$ cat src/rtl/irq_log_pkg.sv
package irq_log_pkg;
  localparam int WORD_W = 16;
  localparam int MSG_N  = 5;
  localparam int HW_N   = 8;

  typedef struct packed {
    logic [WORD_W-1:0] addr_w;
    logic [WORD_W-1:0] id_w;
  } entry_t;

  // message strobe bit -> identification bit position
  function automatic logic [WORD_W-1:0] msg_to_id(input logic [MSG_N-1:0] m);
    logic [WORD_W-1:0] w;
    w     = '0;
    w[15] = m[4];
    w[14] = m[3];
    w[13] = m[2];
    w[10] = m[1];
    w[8]  = m[0];
    return w;
  endfunction
endpackage

$ cat src/rtl/irq_rst_sync.sv
module irq_rst_sync (
  input  logic clk,
  input  logic rst_n,
  output logic rst_sync_n
);
  logic [1:0] sync_q;

  always_ff @(posedge clk or negedge rst_n) begin
    if (!rst_n) sync_q <= 2'b00;
    else        sync_q <= {sync_q[0], 1'b1};
  end

  assign rst_sync_n = sync_q[1];
endmodule

$ cat src/rtl/irq_evt_gate.sv
module irq_evt_gate
  import irq_log_pkg::*;
(
  input  logic [WORD_W-1:0] glb_en,
  input  logic [MSG_N-1:0]  cmd_en,
  input  logic [MSG_N-1:0]  msg_evt,
  input  logic [WORD_W-1:0] desc_addr,
  input  logic [HW_N-1:0]   hw_evt,
  output entry_t            entry,
  output logic              vld
);
  logic [WORD_W-1:0] msg_w;
  logic [WORD_W-1:0] hw_w;

  always_comb begin
    msg_w        = msg_to_id(msg_evt & cmd_en) & glb_en;
    hw_w         = {{(WORD_W-HW_N){1'b0}}, hw_evt} & glb_en;
    entry.id_w   = msg_w | hw_w;
    entry.addr_w = (|msg_w) ? desc_addr : '0;
    vld          = |entry.id_w;
  end
endmodule

$ cat src/rtl/irq_log_ptr.sv
module irq_log_ptr #(
  parameter int          ENTRIES = 16,
  parameter int          CNT_W   = 8,
  parameter logic [7:0]  BASE    = 8'h40,
  localparam int         IDX_W   = $clog2(ENTRIES),
  localparam logic [7:0] LAST    = BASE + 8'(2*(ENTRIES-1))
) (
  input  logic             clk,
  input  logic             rst_n,
  input  logic             log_en,
  input  logic             rd_clr,
  output logic [7:0]       ptr,
  output logic [CNT_W-1:0] cnt,
  output logic [IDX_W-1:0] idx
);
  localparam logic [CNT_W-1:0] CNT_MAX = '1;

  logic [7:0]       ptr_q, ptr_d;
  logic [CNT_W-1:0] cnt_q, cnt_d;
  logic [7:0]       off;

  always_comb begin
    ptr_d = ptr_q;
    if (log_en) ptr_d = (ptr_q == LAST) ? BASE : ptr_q + 8'd2;

    cnt_d = cnt_q;
    if (rd_clr)                         cnt_d = log_en ? CNT_W'(1) : '0;
    else if (log_en && cnt_q != CNT_MAX) cnt_d = cnt_q + 1'b1;

    off = ptr_q - BASE;
    idx = off[IDX_W:1];
  end

  always_ff @(posedge clk or negedge rst_n) begin
    if (!rst_n) begin
      ptr_q <= BASE;
      cnt_q <= '0;
    end else begin
      ptr_q <= ptr_d;
      cnt_q <= cnt_d;
    end
  end

  assign ptr = ptr_q;
  assign cnt = cnt_q;
endmodule

$ cat src/rtl/irq_pend_reg.sv
module irq_pend_reg
  import irq_log_pkg::*;
(
  input  logic              clk,
  input  logic              rst_n,
  input  logic              set_en,
  input  logic [WORD_W-1:0] set_bits,
  input  logic              rd_clr,
  output logic [WORD_W-1:0] pend,
  output logic              irq
);
  logic [WORD_W-1:0] pend_q, pend_d;
  logic              irq_q, irq_d;

  always_comb begin
    pend_d = rd_clr ? '0 : pend_q;
    if (set_en) pend_d = pend_d | set_bits;
    irq_d  = |pend_d;
  end

  always_ff @(posedge clk or negedge rst_n) begin
    if (!rst_n) begin
      pend_q <= '0;
      irq_q  <= 1'b0;
    end else begin
      pend_q <= pend_d;
      irq_q  <= irq_d;
    end
  end

  assign pend = pend_q;
  assign irq  = irq_q;
endmodule

$ cat src/rtl/irq_log_ram.sv
module irq_log_ram
  import irq_log_pkg::*;
#(
  parameter int          ENTRIES = 16,
  parameter logic [7:0]  BASE    = 8'h40,
  localparam int         IDX_W   = $clog2(ENTRIES),
  localparam logic [8:0] TOP     = {1'b0, BASE} + 9'(2*ENTRIES)
) (
  input  logic              clk,
  input  logic              we,
  input  logic [IDX_W-1:0]  widx,
  input  entry_t            wdata,
  input  logic [7:0]        raddr,
  output logic [WORD_W-1:0] rdata
);
  entry_t     mem [ENTRIES];
  logic [7:0] roff;
  logic       in_rng;
  entry_t     rent;

  always_ff @(posedge clk) begin
    if (we) mem[widx] <= wdata;
  end

  always_comb begin
    in_rng = ({1'b0, raddr} >= {1'b0, BASE}) && ({1'b0, raddr} < TOP);
    roff   = raddr - BASE;
    rent   = mem[roff[IDX_W:1]];
    if (!in_rng)      rdata = '0;
    else if (roff[0]) rdata = rent.addr_w;
    else              rdata = rent.id_w;
  end
endmodule

$ cat src/rtl/irq_ring_logger.sv
module irq_ring_logger
  import irq_log_pkg::*;
#(
  parameter int         ENTRIES   = 16,
  parameter int         CNT_W     = 8,
  parameter logic [7:0] BASE_ADDR = 8'h40
) (
  input  logic        clk,
  input  logic        rst_n,
  input  logic [15:0] glb_en_i,
  input  logic [4:0]  cmd_en_i,
  input  logic [4:0]  msg_evt_i,
  input  logic [15:0] desc_addr_i,
  input  logic [7:0]  hw_evt_i,
  input  logic        log_rd_i,
  output logic [15:0] log_reg_o,
  input  logic        pend_rd_i,
  output logic [15:0] pend_o,
  output logic        irq_o,
  input  logic [7:0]  buf_addr_i,
  output logic [15:0] buf_data_o
);
  localparam int IDX_W = $clog2(ENTRIES);

  logic             rst_sync_n;
  entry_t           ev_entry;
  logic             ev_vld;
  logic [7:0]       ptr;
  logic [CNT_W-1:0] cnt;
  logic [IDX_W-1:0] widx;

  irq_rst_sync u_rst (
    .clk        (clk),
    .rst_n      (rst_n),
    .rst_sync_n (rst_sync_n)
  );

  irq_evt_gate u_gate (
    .glb_en    (glb_en_i),
    .cmd_en    (cmd_en_i),
    .msg_evt   (msg_evt_i),
    .desc_addr (desc_addr_i),
    .hw_evt    (hw_evt_i),
    .entry     (ev_entry),
    .vld       (ev_vld)
  );

  irq_log_ptr #(.ENTRIES(ENTRIES), .CNT_W(CNT_W), .BASE(BASE_ADDR)) u_ptr (
    .clk    (clk),
    .rst_n  (rst_sync_n),
    .log_en (ev_vld),
    .rd_clr (log_rd_i),
    .ptr    (ptr),
    .cnt    (cnt),
    .idx    (widx)
  );

  irq_pend_reg u_pend (
    .clk      (clk),
    .rst_n    (rst_sync_n),
    .set_en   (ev_vld),
    .set_bits (ev_entry.id_w),
    .rd_clr   (pend_rd_i),
    .pend     (pend_o),
    .irq      (irq_o)
  );

  irq_log_ram #(.ENTRIES(ENTRIES), .BASE(BASE_ADDR)) u_ram (
    .clk   (clk),
    .we    (ev_vld),
    .widx  (widx),
    .wdata (ev_entry),
    .raddr (buf_addr_i),
    .rdata (buf_data_o)
  );

  assign log_reg_o = {8'(cnt), ptr};
endmodule

$ cat config.mk
export PLATFORM = sky130hd
export DESIGN_NAME = irq_ring_logger
export DESIGN_NICKNAME = d
export VERILOG_FILES = /design/src/rtl/irq_log_pkg.sv /design/src/rtl/irq_rst_sync.sv /design/src/rtl/irq_evt_gate.sv /design/src/rtl/irq_log_ptr.sv /design/src/rtl/irq_pend_reg.sv /design/src/rtl/irq_log_ram.sv /design/src/rtl/irq_ring_logger.sv
export SDC_FILE = /design/constraint.sdc
export NUM_CORES = 1
export LEC_CHECK = 0
export BUFFER_PORTS_ARGS = -buffer_cell sky130_fd_sc_hd__buf_2
export CAP_MARGIN = 20
export CORE_MARGIN = 10
export CORE_UTILIZATION = 55
export DETAILED_ROUTE_END_ITERATION = 16
export PLACE_DENSITY = 0.76
export SKIP_CTS_REPAIR_TIMING = 1
export SYNTH_ARGS = -nofsm -noshare
export SYNTH_HDL_FRONTEND = slang
export SYNTH_SLANG_ARGS = --single-unit
$ cat constraint.sdc
create_clock -name clk -period 1.8 [get_ports clk]
set_clock_uncertainty 0.05 [all_clocks]
set_input_delay 0.18 -clock clk [delete_from_list [all_inputs] [get_ports clk]]
set_output_delay 0.18 -clock clk [all_outputs]
set_load 0.05 [all_outputs]
==> flow_summary.yaml, run 1 <==
status:
  outcome: "finished, violations left"
  violations: "negative setup slack"
hold_path:
  hold_path_class: "input pin to flop"
  min_from: "glb_en_i[4]"
place:
  io_buffers: 106
  gp_congestion: 0.791
  placed_area_sq_mm: 0.0220
  dp_hpwl_um: 27900
cells_and_area:
  antenna_cells: 0
  num-nets-final: 1203
  final_area_sq_mm: 0.0236
  mostFrequentLayoutCells: "edfxtp_1 (464), mux4_2 (132), buf_2 (88)"
  drive_gt1_frac: 0.403
  final_common_cell: "edfxtp_1"
  syn2layout_area_growth_pct: 21.3
routing:
  drc: 0
  via_per_inst: 6.29
  drtIter0Drc: 976
  wl_um: 46300
  drt_pre_antenna_iters: 5
  wl_per_cell_um: 28.5
  ant_nets: 0
  vias: 10200
synth:
  yosysUniqueCellTypes: 39
  synthCells: 909
  yosys.area.top_type: "edfxtp_1"
  syn_nets: 976
  ys_seq_elements: 498
  syn_area_sq_mm: 0.0195
  yosysSeqAreaShare: 0.759
  synth_warnings: 0
  ys.flop_type: "edfxtp_1"
  synth_edf_count: 464
  synth.top_cell.area_share: 0.715
  async_flop_share: 0.0683
  syn_avg_cell_area_sq_um: 21.4
  synth_area_leaders: "edfxtp_1 (72%), mux4_2 (15%), dfrtp_1 (4.2%)"
sta:
  rsz0062_at_grt: "true"
  tightest_slew_ns: 0.931
  post-route-min-period_ns: 2.63
  fmax_mhz: 380
  setup_viol: 16
  drv_slew: 0
  hold_viol: 0
  slew_headroom: 0.378
  final.period_utilization: 1.46
  setup_ws_ns: -0.829
  tns_ns: -11.54
floorplan:
  rows: 68
  die_w_um: 208
  die_h_um: 208
  core_sq_mm: 0.0347
  dieArea_sq_mm: 0.0433
  boundaryPins: 111
  initial_core_util: 0.561
pwr:
  power.density_mw_per_mm2: 1280
  cellLeakagePower_nw: 8.27
  vdd_drop_max_mv: 0.947
critical_path:
  path_max_fanout: 1
  cp.required_ns: 1.57
  worstPathArrival_ns: 2.40
  rr_startpoint: "u_ptr.cnt[0]"
  cp-startpoint: "u_ram.mem[11][29]"
  start_kind: "flop"
  critPathKind: "flop to primary output"
  endpoint_kind: "primary output"
cts:
  cts_tree: "done"
  insertion_delay_ns: 0.55
  root_buffer: "clkbuf_16"
  htree_levels: 2
  clk_pin_slew_ns: 0.06
  clk_path_buf_depth: 3
  cts_buffers: 48
  clkSinkCount: 498
grt:
  grt_overflow_total: 0
  antenna_found_initial: 1
  grt_pass1_wl_um: 69000
  grt_pass1_vias: 10700
  grt_max_degree: 33
  grtUsageTotal: 0.212
run:
  cap_violations: 0
[synth_stat cells, types with 8 or more instances]
cell type and count:
mux2i_1 26, nand3_1 11, a31o_1 13, mux4_2 132, inv_1 31, edfxtp_1 464, dfrtp_1 33, nand2_1 16
and3_1 16, nand4_1 8, nor2b_1 28, o21ai_0 17, o22ai_1 13, clkbuf_1 24, nor2_1 10
[worst max-delay path: stages (launching register included)]
cell	delay [ns]
edfxtp_1	0.40
mux4_2	0.50
mux4_2	0.53
a31o_4	0.26
buf_6	0.15
[through the flow]
stage | hold slack, ns | power, W | util | cells | worst slack (ns)
floorplan | -0.166 | 0.0185 | - | 909 | -0.307
finish | 0.00310 | 0.0303 | 0.681 | 1621 | -0.829
global route | 0.0251 | 0.0313 | 0.681 | 1621 | -0.855
CTS | -0.666 | 0.0304 | 0.675 | 1615 | -0.914
detailed placement | -0.0833 | 0.0211 | 0.634 | 1535 | -0.563
global placement | -0.0853 | 0.0209 | 0.634 | 1535 | -0.516
[state kept, by name (all words and copies together), names as in the netlist]
name,count
u_pend.pend,16
u_ram.mem,464
u_pend.irq,1
u_rst.sync_q,2
u_ptr.ptr,7
u_ptr.cnt,8
[logic make-up after synthesis]
family	synth area share
mux	0.168
compound gates	0.0168
simple gates	0.0317
xor+xnor	0.00180
other cells	0.000386
buf+inv	0.0185
fa+ha+maj	0.00321
flops	0.759
[worst paths after layout]
kind | slack (ns) | cells after the start | end
setup / recovery | -0.83 | 4 | buf_data_o[13]
hold / removal | 0.003 | 4 | u_pend.pend[4]
setup reg to reg | 0.07 | 6 | u_ptr.cnt[7]
hold reg to reg | 0.22 | 1 | u_ptr.cnt[2]
max in group asynchronous | 1.13 | 3 | u_rst.sync_q[0]
min in group asynchronous | 0.22 | 1 | u_ptr.cnt[2]
[routing by layer]
metal	share of wire	up-vias	GRT usage
met1	0.37	5419	0.271
met2	0.53	475	0.370
met5	0	-	0
met3	0.073	88	0.0286
li1	-	4213	-
met4	0.024	0	0.0618
[report_power, final]
group          internal (W)  total (W)  switching, W
clock network       0.00526    0.00933       0.00406
logic               0.00221    0.00553       0.00332
registers            0.0149     0.0155      0.000625
[final cells by class]
type	count	area (sq um)
clock inverters	24	173
flip-flops and latches	498	14800
fillers	2124	11100
clock buffers	56	1260
well taps	455	569
inverters	32	124
multi-input cells	334	4610
repair buffers	222	2100
Note: power is estimated with default switching activity, not from simulation.
==> inputs of run 2 (changes only) <==
CORE_MARGIN = 3   (was 10)
CORE_UTILIZATION = 60   (was 55)
PLACE_DENSITY = 0.79   (was 0.76)
clock period = 3.2 ns   (was 1.8 ns; I/O delays follow)
==> flow_summary.yaml, run 2 (synthesis results as in run 1) <==
critical_path:
  reg2reg_slack_ns: 0.93
  worstPathArrival_ns: 2.50
  worst_r2r_endpoint: "u_ram.mem[7][29]"
  endpoint_kind: "primary output"
  rr_startpoint: "u_ptr.ptr[1]"
  path_max_fanout: 1
  rr_worst_depth: 2
  critPathKind: "flop to primary output"
  cp.required_ns: 2.83
  start_kind: "flop"
routing:
  drtIter0Drc: 1118
  via_per_inst: 6.38
  drt_pre_antenna_iters: 5
  wl_per_cell_um: 28.2
  ant_nets: 0
  wl_um: 43600
  drc: 0
  vias: 9860
cells_and_area:
  largest_reg_flops: 464
  fillers: 1842
  seqCellArea_sq_mm: 0.0148
  syn2layout_area_growth_pct: 15.3
  drive_gt1_frac: 0.335
  mostFrequentLayoutCells: "edfxtp_1 (464), mux4_2 (132), buf_2 (104)"
  multiInputGateArea_sq_mm: 0.00436
  num-nets-final: 1140
  largest_register: "u_ram.mem"
  final_common_cell: "edfxtp_1"
  antenna_cells: 0
cts:
  clk_pin_slew_ns: 0.06
  clkSinkCount: 498
  htree_levels: 2
  insertion_delay_ns: 0.56
  root_buffer: "clkbuf_16"
  cts_tree: "done"
  clk_path_buf_depth: 3
  cts_buffers: 48
grt:
  grt_overflow_total: 0
  grt_pass1_wl_um: 64200
  grt_pass1_vias: 10100
  grt_max_degree: 43
  grtUsageTotal: 0.260
  antenna_found_initial: 1
floorplan:
  rows: 65
  boundaryPins: 111
  dieArea_sq_mm: 0.0347
  die_h_um: 186
  core_sq_mm: 0.0318
  initial_core_util: 0.612
  die_w_um: 186
place:
  io_buffers: 106
  gp_congestion: 0.746
  dp_hpwl_um: 22900
  dp_slack_ns: 0.470
status:
  outcome: "finished, final reports clean"
sta:
  tns_ns: 0
  post-route-min-period_ns: 2.87
  slew_headroom: 0.248
  fmax_mhz: 348
  tightest_slew_ns: 1.13
  rsz0062_at_grt: "false"
  final.period_utilization: 0.897
  drv_slew: 0
  setup_viol: 0
  hold_viol: 0
  setup_ws_ns: 0.330
pwr:
  cellLeakagePower_nw: 7.83
  power.density_mw_per_mm2: 748
  vdd_drop_max_mv: 1.02
hold_path:
  hold_path_class: "input pin to asynchronous set/reset pin"
run:
  cap_violations: 0
-- run 2: how the worst max path moves through the flow --
| stage | from | endpoint | depth (start not counted) | slack (ns) |
|---|---|---|---|---|
| after floorplan | glb_en_i[15] | u_ram.mem[3][0] | 6 | 0.43 |
| after global placement | buf_addr_i[1] | buf_data_o[0] | 8 | 0.50 |
| after detailed placement | buf_addr_i[1] | buf_data_o[1] | 6 | 0.47 |
| after CTS | u_ram.mem[15][24] | buf_data_o[8] | 4 | 0.33 |
| after global routing | u_ram.mem[15][24] | buf_data_o[8] | 4 | 0.30 |
| final | u_ram.mem[15][24] | buf_data_o[8] | 4 | 0.33 |
-- run 2: critical path: stages (launching register included) --
cell      delay (ns)
edfxtp_1        0.41
mux4_2          0.52
mux4_2          0.49
a31o_1          0.29
buf_2           0.23
-- run 2: cell type report --
cell class              count  area share
flip-flops and latches    498       0.658
inverters                  32     0.00535
well taps                 435      0.0242
clock buffers              59      0.0572
clock inverters            29      0.0105
repair buffers            159      0.0502
multi-input cells         334       0.194
-- run 2: layer usage --
metal  vias to the layer above  global-route usage  wire length [um]
met1                      5089               0.364             16200
met5                         -                   0                 7
met2                       568               0.415             21900
met4                         2               0.108              1760
met3                       116              0.0502              3780
li1                       4085                   -                 -
-- run 2: report_power, final --
group	total, W	internal (W)	switching, W
Combinational	0.00260	0.000882	0.00172
Sequential	0.00872	0.00837	0.000353
Clock	0.00549	0.00316	0.00233
-- run 2: per-stage QoR --
step	power [W]	area, sq um	instances	utilization	hold slack, ns
2_1_floorplan	0.0103	19500	909	-	-0.0256
3_3_place_gp	0.0113	20900	1457	0.658	0.0544
3_5_place_dp	0.0114	20900	1457	0.658	0.0568
4_1_cts	0.0169	22400	1545	0.706	-0.534
5_1_grt	0.0174	22500	1546	0.706	0.0248
6_report	0.0168	22500	1546	0.706	0.0170
==> inputs of run 3 (changes only) <==
CAP_MARGIN = 10   (was 20)
PLACE_DENSITY = 0.76   (was 0.79)
REMOVE_ABC_BUFFERS = 1   (was default)
==> flow_summary.yaml, run 3 (synthesis results as in run 1) <==
grt:
  grt_overflow_total: 0
  antenna_found_initial: 0
  grt_pass1_vias: 9844
  grt_max_degree: 38
  grtUsageTotal: 0.251
  grt_pass1_wl_um: 62500
critical_path:
  start_kind: "flop"
  slowest_delay_ns: 0.52
  cp.required_ns: 2.83
  critPathSlowestCell: "mux4_2"
  endpoint_kind: "primary output"
  reg2reg_slack_ns: 0.87
  path_max_fanout: 1
  crit_chain: "mux4_2 -> mux4_2 -> a31o_1 -> buf_2"
  cp_common_cell: "mux4_2"
  worstPathArrival_ns: 2.47
  critPathKind: "flop to primary output"
cts:
  root_buffer: "clkbuf_16"
  clk_path_buf_depth: 3
  htree_levels: 2
  insertion_delay_ns: 0.56
  clkSinkCount: 498
  cts_buffers: 49
  clk_pin_slew_ns: 0.07
  cts_tree: "done"
cells_and_area:
  final_area_sq_mm: 0.0225
  largest_register: "u_ram.mem"
  fillers: 1890
  antenna_cells: 0
  multiInputGateArea_sq_mm: 0.00436
  largest_reg_flops: 464
  final_common_cell: "edfxtp_1"
  seqCellArea_sq_mm: 0.0148
  syn2layout_area_growth_pct: 15.4
  drive_gt1_frac: 0.338
  mostFrequentLayoutCells: "edfxtp_1 (464), mux4_2 (132), buf_2 (104)"
  fin_util: 0.707
  num-nets-final: 1137
pwr:
  vdd_drop_max_mv: 0.660
  cellLeakagePower_nw: 7.84
  power.density_mw_per_mm2: 749
sta:
  drv_slew: 0
  post-route-min-period_ns: 2.84
  setup_ws_ns: 0.357
  tightest_slew_ns: 0.965
  hold_viol: 0
  rsz0062_at_grt: "false"
  holdWs_ns: 0.0146
  fmax_mhz: 352
  setup_viol: 0
  tns_ns: 0
  final.period_utilization: 0.888
  slew_headroom: 0.355
routing:
  vias: 9736
  wl_per_cell_um: 27.4
  ant_nets: 0
  dr_wl_met3_um: 3400
  routed.top_layer: "met4"
  drt_pre_antenna_iters: 5
  drc: 0
  met2RoutedLength_um: 21200
  via_per_inst: 6.30
  drtIter0Drc: 892
  drt-met1-wl_um: 16700
  wl_um: 42400
place:
  io_buffers: 106
  gp_congestion: 0.783
  dp_slack_ns: 0.389
  placed_area_sq_mm: 0.0209
  dp_hpwl_um: 24000
run:
  cap_violations: 0
floorplan:
  die_h_um: 186
  rows: 65
  dieArea_sq_mm: 0.0347
  die_w_um: 186
  core_sq_mm: 0.0318
  initial_core_util: 0.612
  boundaryPins: 111
status:
  outcome: "finished, final reports clean"
hold_path:
  hold_path_class: "input pin to flop"
run 3: critical path, delay by kind of cell (launching register included):
kind | cells | cell delay [ns]
compound gates | 1 | 0.27
buf+inv | 1 | 0.22
flops | 1 | 0.40
mux | 2 | 1.03
run 3: report_power, final:
group | total [W] | switching (W) | internal [W]
registers | 0.00867 | 0.000310 | 0.00836
clock network | 0.00557 | 0.00234 | 0.00323
logic | 0.00260 | 0.00171 | 0.000889
run 3: per-stage QoR:
step	instances	total power (W)
floorplan	864	0.0102
global placement	1453	0.0113
detailed placement	1453	0.0114
CTS	1545	0.0169
global route	1546	0.0174
finish	1546	0.0168
run 3: routing by layer:
metal | vias to the layer above | global-route usage
met5 | - | 0
li1 | 4097 | -
met4 | 0 | 0.0760
met3 | 86 | 0.0424
met1 | 5071 | 0.369
met2 | 482 | 0.399
run 3: worst paths after layout:
| check | cells past startpoint | end | start |
|---|---|---|---|
| hold reg to reg | 1 | u_pend.pend[13] | u_rst.sync_q[1] |
| max in group asynchronous | 1 | u_ptr.ptr[6] | u_rst.sync_q[1] |
| setup reg to reg | 4 | u_ram.mem[15][27] | u_ptr.ptr[1] |
| setup / recovery | 4 | buf_data_o[1] | u_ram.mem[15][17] |
| hold / removal | 2 | u_ptr.cnt[2] | log_rd_i |
| min in group asynchronous | 2 | u_rst.sync_q[0] | rst_n |
run 3: layout make-up:
cell class	instances	share of cell area
Clock buffer	60	0.0583
Clock inverter	32	0.0111
Inverter	32	0.00534
Multi-Input combinational cell	334	0.194
Sequential cell	498	0.658
Tap cell	435	0.0242
Timing Repair Buffer	155	0.0494
